`src/rtl/flash_cfi_pkg.sv`:
```
package flash_cfi_pkg;

  typedef enum logic [1:0] {
    MODE_ARRAY   = 2'd0,
    MODE_AUTOSEL = 2'd1,
    MODE_QUERY   = 2'd2
  } cfi_mode_e;

  localparam logic [7:0] CMD_QUERY   = 8'h98;
  localparam logic [7:0] CMD_AUTOSEL = 8'h90;
  localparam logic [7:0] CMD_RESET   = 8'hF0;
  localparam logic [7:0] CMD_ADDR    = 8'h55;

endpackage

```
`src/rtl/cfi_mode_fsm.sv`:
```
module cfi_mode_fsm
  import flash_cfi_pkg::*;
#(
  parameter int ADDR_W = 8
) (
  input  logic              clk,
  input  logic              rst,
  input  logic              ready,
  input  logic              wr_en,
  input  logic [ADDR_W-1:0] addr,
  input  logic [7:0]        cmd,
  output cfi_mode_e         mode,
  output logic              from_auto
);

  localparam logic [ADDR_W-1:0] KEY_ADDR = ADDR_W'(CMD_ADDR);

  cfi_mode_e mode_n;
  logic      from_auto_n;
  logic      at_key;

  assign at_key = (addr == KEY_ADDR);

  always_comb begin
    mode_n      = mode;
    from_auto_n = from_auto;
    if (wr_en) begin
      unique case (mode)
        MODE_ARRAY: begin
          if (cmd == CMD_QUERY && at_key && ready) begin
            mode_n      = MODE_QUERY;
            from_auto_n = 1'b0;
          end else if (cmd == CMD_AUTOSEL && at_key) begin
            mode_n = MODE_AUTOSEL;
          end
        end
        MODE_AUTOSEL: begin
          if (cmd == CMD_QUERY && at_key && ready) begin
            mode_n      = MODE_QUERY;
            from_auto_n = 1'b1;
          end else if (cmd == CMD_RESET) begin
            mode_n = MODE_ARRAY;
          end
        end
        MODE_QUERY: begin
          if (cmd == CMD_RESET) begin
            mode_n = from_auto ? MODE_AUTOSEL : MODE_ARRAY;
          end
        end
        default: mode_n = MODE_ARRAY;
      endcase
    end
  end

  always_ff @(posedge clk) begin
    if (rst) begin
      mode      <= MODE_ARRAY;
      from_auto <= 1'b0;
    end else begin
      mode      <= mode_n;
      from_auto <= from_auto_n;
    end
  end

endmodule

```
`src/rtl/cfi_query_rom.sv`:
```
module cfi_query_rom #(
  parameter int ADDR_W = 8,
  parameter int DATA_W = 16
) (
  input  logic              clk,
  input  logic              rd_en,
  input  logic [ADDR_W-1:0] addr,
  output logic [DATA_W-1:0] q
);

  function automatic logic [DATA_W-1:0] entry(input logic [ADDR_W-1:0] a);
    logic [15:0] w;
    case (a)
      ADDR_W'(8'h10): w = 16'h0051;
      ADDR_W'(8'h11): w = 16'h0052;
      ADDR_W'(8'h12): w = 16'h0059;
      ADDR_W'(8'h13): w = 16'h0002;
      ADDR_W'(8'h15): w = 16'h0040;
      ADDR_W'(8'h1B): w = 16'h0027;
      ADDR_W'(8'h1C): w = 16'h0036;
      ADDR_W'(8'h1F): w = 16'h0004;
      ADDR_W'(8'h21): w = 16'h000A;
      ADDR_W'(8'h23): w = 16'h0005;
      ADDR_W'(8'h25): w = 16'h0004;
      default:        w = 16'h0000;
    endcase
    return DATA_W'(w);
  endfunction

  always_ff @(posedge clk) begin
    if (rd_en) q <= entry(addr);
  end

endmodule

```
`src/rtl/cfi_array_stub.sv`:
```
module cfi_array_stub #(
  parameter int          ADDR_W = 8,
  parameter int          DATA_W = 16,
  parameter logic [15:0] SEED   = 16'hA55A
) (
  input  logic              clk,
  input  logic              rd_en,
  input  logic [ADDR_W-1:0] addr,
  output logic [DATA_W-1:0] q
);

  localparam int DEPTH = 1 << ADDR_W;

  logic [DATA_W-1:0] mem [DEPTH];

  initial begin
    for (int i = 0; i < DEPTH; i++) begin
      mem[i] = DATA_W'(SEED) ^ ((DATA_W'(i) << ADDR_W) | DATA_W'(i));
    end
  end

  always_ff @(posedge clk) begin
    if (rd_en) q <= mem[addr];
  end

endmodule

```
`src/rtl/flash_cfi_ctrl.sv`:
```
module flash_cfi_ctrl
  import flash_cfi_pkg::*;
#(
  parameter int          ADDR_W  = 8,
  parameter int          DATA_W  = 16,
  parameter logic [15:0] MFR_ID  = 16'h00A5,
  parameter logic [15:0] DEV_ID  = 16'h5A3C,
  parameter logic [15:0] SEED    = 16'hA55A
) (
  input  logic              clk,
  input  logic              rst,
  input  logic              ready,
  input  logic [ADDR_W-1:0] addr,
  input  logic              wr_en,
  input  logic [DATA_W-1:0] wr_data,
  input  logic              rd_en,
  output logic [DATA_W-1:0] rd_data,
  output logic              rd_valid
);

  cfi_mode_e         cur_mode;
  logic              from_auto;
  cfi_mode_e         sel_q;
  logic [DATA_W-1:0] arr_q;
  logic [DATA_W-1:0] qry_q;
  logic [DATA_W-1:0] id_q;
  logic              unused_hi;

  assign unused_hi = ^wr_data[DATA_W-1:8];

  cfi_mode_fsm #(.ADDR_W(ADDR_W)) u_fsm (
    .clk       (clk),
    .rst       (rst),
    .ready     (ready),
    .wr_en     (wr_en),
    .addr      (addr),
    .cmd       (wr_data[7:0]),
    .mode      (cur_mode),
    .from_auto (from_auto)
  );

  cfi_array_stub #(.ADDR_W(ADDR_W), .DATA_W(DATA_W), .SEED(SEED)) u_arr (
    .clk   (clk),
    .rd_en (rd_en),
    .addr  (addr),
    .q     (arr_q)
  );

  cfi_query_rom #(.ADDR_W(ADDR_W), .DATA_W(DATA_W)) u_qry (
    .clk   (clk),
    .rd_en (rd_en),
    .addr  (addr),
    .q     (qry_q)
  );

  always_ff @(posedge clk) begin
    if (rst) begin
      id_q     <= '0;
      sel_q    <= MODE_ARRAY;
      rd_valid <= 1'b0;
    end else begin
      rd_valid <= rd_en;
      if (rd_en) begin
        sel_q <= cur_mode;
        if (addr == '0)                 id_q <= DATA_W'(MFR_ID);
        else if (addr == ADDR_W'(1))    id_q <= DATA_W'(DEV_ID);
        else                            id_q <= '0;
      end
    end
  end

  always_comb begin
    unique case (sel_q)
      MODE_AUTOSEL: rd_data = id_q;
      MODE_QUERY:   rd_data = qry_q;
      default:      rd_data = arr_q;
    endcase
  end

endmodule

```
`config.mk`:
```
export PLATFORM = sky130hd
export DESIGN_NAME = flash_cfi_ctrl
export DESIGN_NICKNAME = d
export VERILOG_FILES = /design/src/rtl/flash_cfi_pkg.sv /design/src/rtl/cfi_mode_fsm.sv /design/src/rtl/cfi_query_rom.sv /design/src/rtl/cfi_array_stub.sv /design/src/rtl/flash_cfi_ctrl.sv
export SDC_FILE = /design/constraint.sdc
export NUM_CORES = 1
export LEC_CHECK = 0
export BUFFER_PORTS_ARGS = -buffer_cell sky130_fd_sc_hd__buf_2
export CAP_MARGIN = 20
export CORE_MARGIN = 2
export CORE_UTILIZATION = 55
export CTS_BUF_LIST = sky130_fd_sc_hd__clkbuf_16
export DETAILED_ROUTE_END_ITERATION = 10
export PLACE_DENSITY = 0.84
export SKIP_LAST_GASP = 1
export SLEW_MARGIN = 20
export SYNTH_ARGS = -nofsm -noshare
export SYNTH_HDL_FRONTEND = slang
export SYNTH_SLANG_ARGS = --single-unit
```
`constraint.sdc`:
```
create_clock -name clk -period 2.36 [get_ports clk]
set_input_delay 0.118 -clock clk [delete_from_list [all_inputs] [get_ports clk]]
set_output_delay 0.118 -clock clk [all_outputs]
set_load 0.01 [all_outputs]
```
== Word level (Yosys, flattened, before mapping) ==
Memories as Yosys holds them, arrays and structs flattened. A register that Yosys moved wholly into a read port is not among the register bits.
Cells that the tools add are included.
Operators by class
  equality and inequality tests: 25
  reduce and logical (&&, ||, !) cells: 9
  multiplexer cells: 14
Operator list (count)
  case mux 7 bit (10 select lines): 1
  equality test 8 x 5 -> 1 bit, second input constant: 8
  case mux 16 bit (2 select lines): 1
  2-to-1 mux 15 bit: 2
  equality test 8 x 6 -> 1 bit, second input constant: 3
  equality test 8 bit, second input constant: 3
  2-to-1 mux 2 bit: 5
  equality test 8 x 1 -> 1 bit, second input constant: 1
  equality test 8 x 7 -> 1 bit, second input constant: 1
  logical NOT 8 bit: 1
  AND reduction 4 bit: 2
  inequality test 2 x 1 -> 1 bit, second input constant: 3
  inequality test 3 x 1 -> 1 bit, second input constant: 2
  case mux 2 bit (3 select lines): 1
  equality test 2 x 1 -> 1 bit, second input constant: 2
  equality test 2 bit, second input constant: 2
  logical AND 1 bit: 3
  2-to-1 mux 1 bit: 3
  logical NOT 2 bit: 1
  case mux 1 bit (2 select lines): 1
  nonzero test 2 bit: 1
  OR reduction 2 bit: 1
Word-level totals
  bits in read-only memories: 4096
  memories kept: 1
  output and inout port bits: 17
  word-level logic and storage cells: 55
  bits of input ports: 29
  bits in registers: 38
Memory list
  u_arr.mem: depth 256, width 16, rd ports 1, clocked after Yosys merged registers in 1, write ports 0, line cfi_array_stub.sv:14  | logic [DATA_W-1:0] mem [DEPTH];

== Longest topological paths before layout ==
  depth after elaboration: 5
  gate-level depth with buffers: 5
  mapped depth without buffers: 4

== By module ==
From an unflattened synthesis, not the netlist that was laid out.
Second synthesis, totals
  cell total of the unflattened synthesis: 176
  area total of the unflattened synthesis: 1873.0 um^2
By module, submodules not included
  cfi_query_rom: seq. area each 210.2 um^2, cells each 55, area each 579.3 um^2, instances 1
  flash_cfi_ctrl: seq. area each 120.1 um^2, cells each 68, area each 524.3 um^2, instances 1
  cfi_array_stub: seq. area each 480.5 um^2, cells each 24, area each 510.5 um^2, instances 1
  cfi_mode_fsm: seq. area each 60.1 um^2, cells each 29, area each 259.0 um^2, instances 1

== Worst setup path after synthesis ==
No wires, ideal clock.
  path type: register -> output
  from: reg sel_q[0]
  to: out rd_data[0]
  slack: 1.053 ns
  data required time: 2.242 ns
  stages on the path, launching flop included: 5
  path buffers: 1
  arrival: 1.189 ns
  path through: dfxtp_1 -> inv_1 -> ha_1 -> clkbuf_1 -> o21ai_0
On the way
  cells in the longest elaborated chain, start to end: 2
  elaborated cells between the ends (all ways): 3
  classes of those cells: eq/ne (2); mux (1)
Ends and longest elaborated chain
  start, declared: line flash_cfi_ctrl.sv:23  | cfi_mode_e sel_q;
  start signal, assigned: line flash_cfi_ctrl.sv:64  | sel_q <= cur_mode;
  equality test 2 bit / equality test 2 x 1 -> 1 bit (equally long branches): line flash_cfi_ctrl.sv:73  | unique case (sel_q)
  case mux 16 bit (2 select lines) *: line flash_cfi_ctrl.sv:73
  end, declared: line flash_cfi_ctrl.sv:17  | output logic [DATA_W-1:0] rd_data,
Mark *: on every way between the ends. The rest lies on a longest branch, timed or not.

== Worst setup path after layout ==
  from: reg sel_q[0]
  to: out rd_data[11]
Same word-level chain as after synthesis.

==> metrics.csv <==
metric,value,unit
synth_fp_nets,186,
multi_input_area,641,um^2
clock_skew,0.000477,ns
setup_slack,0.614,ns
grt_max_degree,28,
chipWidth,57.5,um
ys_seq_area_share,55.3,%
placementRows,19,
fp.dieH,57.5,um
cp_num_buf_inv,3,
fin_cells,227,
wirelength,3.63,mm
clock_latency,0.28,ns
wl_met3,347,um
place_inst,219,
firstDrtPassIters,5,
cts_setup_buffers,0,
drt_iter0_drc,95,
vias_per_cell,5.95,
rsz0062_at_grt,false,
r2r_cells,4,
finalHoldViolations,0,
timing.fmax,0.573,GHz
critPathArrivalTime,1.63,ns
drive_above_1_share,25.5,%
slew_viol_final,0,
required,2.24,ns
clk_pin_slew,0.05,ns
synth-seq-cells,32,
top_layer,met4,
placedInstanceArea,1790,um^2
clkSinkCount,32,
avgRoutedWirePerCell,16.0,um
core,2730,um^2
cp_max_fo,25,
critical_path_cell_count,6,
m1WireLength,1.40,mm
ys_warn_count,0,
cp-start-kind,flop,
crit_path_end,rd_data[11],
htreeDepth,2,
insertedDiodeCount,0,
fin_util,71.3,%
fin_area,1950,um^2
pin_count,46,
slowest_delay,0.36,ns
crit_start,sel_q[0],
synthToLayoutAreaGrowth,23.7,%
power_density,745,nW/um^2
synth_area_per_cell,10.2,um^2
tightest_slew,0.604,ns
first_global_vias,1253,
numCtsBuffers,5,
setup_viol,0,
crit_path_end_kind,output pin,
pre_cts_ws,0.896,ns
hold_path_class,in -> reg,
clock-root-buffer,clkbuf_16,
postCtsResizedCells,0,
fin_setup_tns,0,ns
period_share,74.0,%
path_class,reg -> out,
initial_core_util,57.6,%
synthCells,155,
nFillCells,199,
r2r_end,u_fsm.mode[0],
grt_pass1_wl,5.88,mm
die_area,3310,um^2
cts_max_path_buffers,2,
worstPathCellList,inv_1 -> ha_1 -> buf_4 -> nand3b_1 -> nand2_1 -> buf_2,
io_buffer_count,37,
final-seq-area,871,um^2
nets,226,
overflow,0,
leakagePower,0.000801,uW
hpwl,2.47,mm
fin_crit,1.75,ns
cpMaxStageDelayCell,dfxtp_1,
drc,0,
status,"complete, no violations",
path_delay_family,buffers and inverters,
met2_length,1.81,mm
gp_congestion,0.849,
max-cap-violations,0,
synth_cell_type_count,39,
reg2reg_from,u_fsm.mode[1],
max-slew-margin-rel,59.8,%
synth_area,1580,um^2
vias,1350,
ant_nets,0,
antenna_found_initial,0,
peakVddDrop,0.693,mV
cts_hold_buf,0,
reg2reg_setup_slack,1.13,ns
grt.total_usage,24.0,%
cts_tree,yes,
-- cell usage after synthesis --
| library cell | n | share of area (%) |
|---|---|---|
| nand2_1 | 24 | 5.7 |
| edfxtp_1 | 23 | 44 |
| inv_1 | 12 | 2.9 |
| o21ai_0 | 12 | 3.8 |
| dfxtp_1 | 9 | 11 |
| nor2_1 | 9 | 2.1 |
| a21oi_1 | 6 | 1.9 |
| a22oi_1 | 5 | 2.4 |
| clkbuf_1 | 5 | 1.2 |
| nand3_1 | 5 | 1.6 |
| nor2b_1 | 5 | 2.0 |
| and2_1 | 4 | 1.6 |
| a2bb2oi_1 | 2 | 1.1 |
| a31oi_1 | 2 | 0.79 |
| ha_1 | 2 | 1.6 |
| mux2i_1 | 2 | 1.3 |
| nand2b_1 | 2 | 0.79 |
| nand4_1 | 2 | 0.79 |
| nor3_1 | 2 | 0.64 |
| nor4_1 | 2 | 0.79 |
| o21a_1 | 2 | 0.95 |
| a2111oi_0 | 1 | 0.56 |
| a211oi_1 | 1 | 0.48 |
| a21bo_2 | 1 | 0.64 |
| a22o_1 | 1 | 0.56 |
| a311oi_1 | 1 | 0.56 |
| a31o_2 | 1 | 0.56 |
| a32oi_1 | 1 | 0.56 |
| and4_1 | 1 | 0.56 |
| and4b_1 | 1 | 0.64 |
| and4bb_1 | 1 | 0.79 |
| nand3b_1 | 1 | 0.48 |
| nor3b_2 | 1 | 0.79 |
| nor4b_1 | 1 | 0.56 |
| nor4b_2 | 1 | 0.95 |
| nor4bb_1 | 1 | 0.64 |
| o21bai_1 | 1 | 0.48 |
| o22ai_1 | 1 | 0.40 |
| or4b_1 | 1 | 0.64 |
-- worst register-to-register path: stages (launching register included) --
cell     delay, ns
dfxtp_1       0.45
nor2b_1       0.09
and4_1        0.24
a32oi_1       0.20
nor3b_2       0.18
-- layout by cell type (no fill, tap or decap), types with 2 or more instances in the layout --
| cell type | instances |
|---|---|
| clkbuf_16 | 6 |
| mux2i_1 | 2 |
| nand4_1 | 2 |
| o21ai_0 | 12 |
| a22oi_1 | 5 |
| inv_1 | 12 |
| nor4_1 | 2 |
| nand2b_1 | 2 |
| nor2_1 | 9 |
| and2_1 | 4 |
| nand3_1 | 5 |
| nand2_1 | 24 |
| buf_2 | 37 |
| edfxtp_1 | 23 |
| a2bb2oi_1 | 2 |
| a21oi_1 | 6 |
| a31oi_1 | 2 |
| nor3_1 | 2 |
| dfxtp_1 | 9 |
| o21a_1 | 2 |
| ha_1 | 2 |
| nor2b_1 | 5 |
-- metrics by stage --
stage | hold WS [ns] | total power [uW]
after floorplan | 0.217 | 711
after CTS | 0.106 | 1460
final | 0.112 | 1450
after detailed placement | 0.377 | 778
after global routing | 0.112 | 1500
after global placement | 0.376 | 772
-- registers in the layout, indices dropped and copies added (netlist names) --
signal,count
u_qry.q,7
id_q,3
rd_valid,1
sel_q,2
u_fsm.mode,2
u_arr.q,16
u_fsm.from_auto,1
-- area by class of cell --
type | count | area share, %
sequential | 32 | 44.7
timing repair buffer | 38 | 9.88
clock buffer | 6 | 7.70
clock inverter | 2 | 0.578
tap | 31 | 1.99
inverter | 12 | 2.31
multi-input combinational | 106 | 32.9
-- worst min path at each step --
stage,startpoint,end,slack (ns),cells after the start
6_report,addr[4],u_arr.q[12],0.11,1
5_1_grt,addr[4],u_arr.q[12],0.11,1
4_1_cts,addr[4],u_arr.q[12],0.11,1
3_5_place_dp,addr[4],u_arr.q[12],0.38,1
3_3_place_gp,addr[4],u_arr.q[12],0.38,1
2_1_floorplan,addr[0],u_arr.q[0],0.22,0
-- logic make-up (layout without fill, tap and decap cells) --
kind of cell / Yosys count / count (layout) / share of synthesized area [%]
buf+inv: 17 / 58 / 4.05
mux: 2 / 2 / 1.27
flops: 32 / 32 / 55.3
fa+ha+maj: 2 / 2 / 1.59
simple gates: 64 / 64 / 22.1
compound gates: 38 / 38 / 15.7
-- routing by layer --
metal  track usage [%]  vias up
met5                 0        -
met4              13.6        0
met3              6.12        7
met2              39.0       78
met1              28.9      616
li1                  -      649
-- report_power, final --
part           switching [uW]  internal [uW]
logic                    77.6           49.1
clock network             229            453
registers                8.18            635
(Power assumes the default switching activity.)
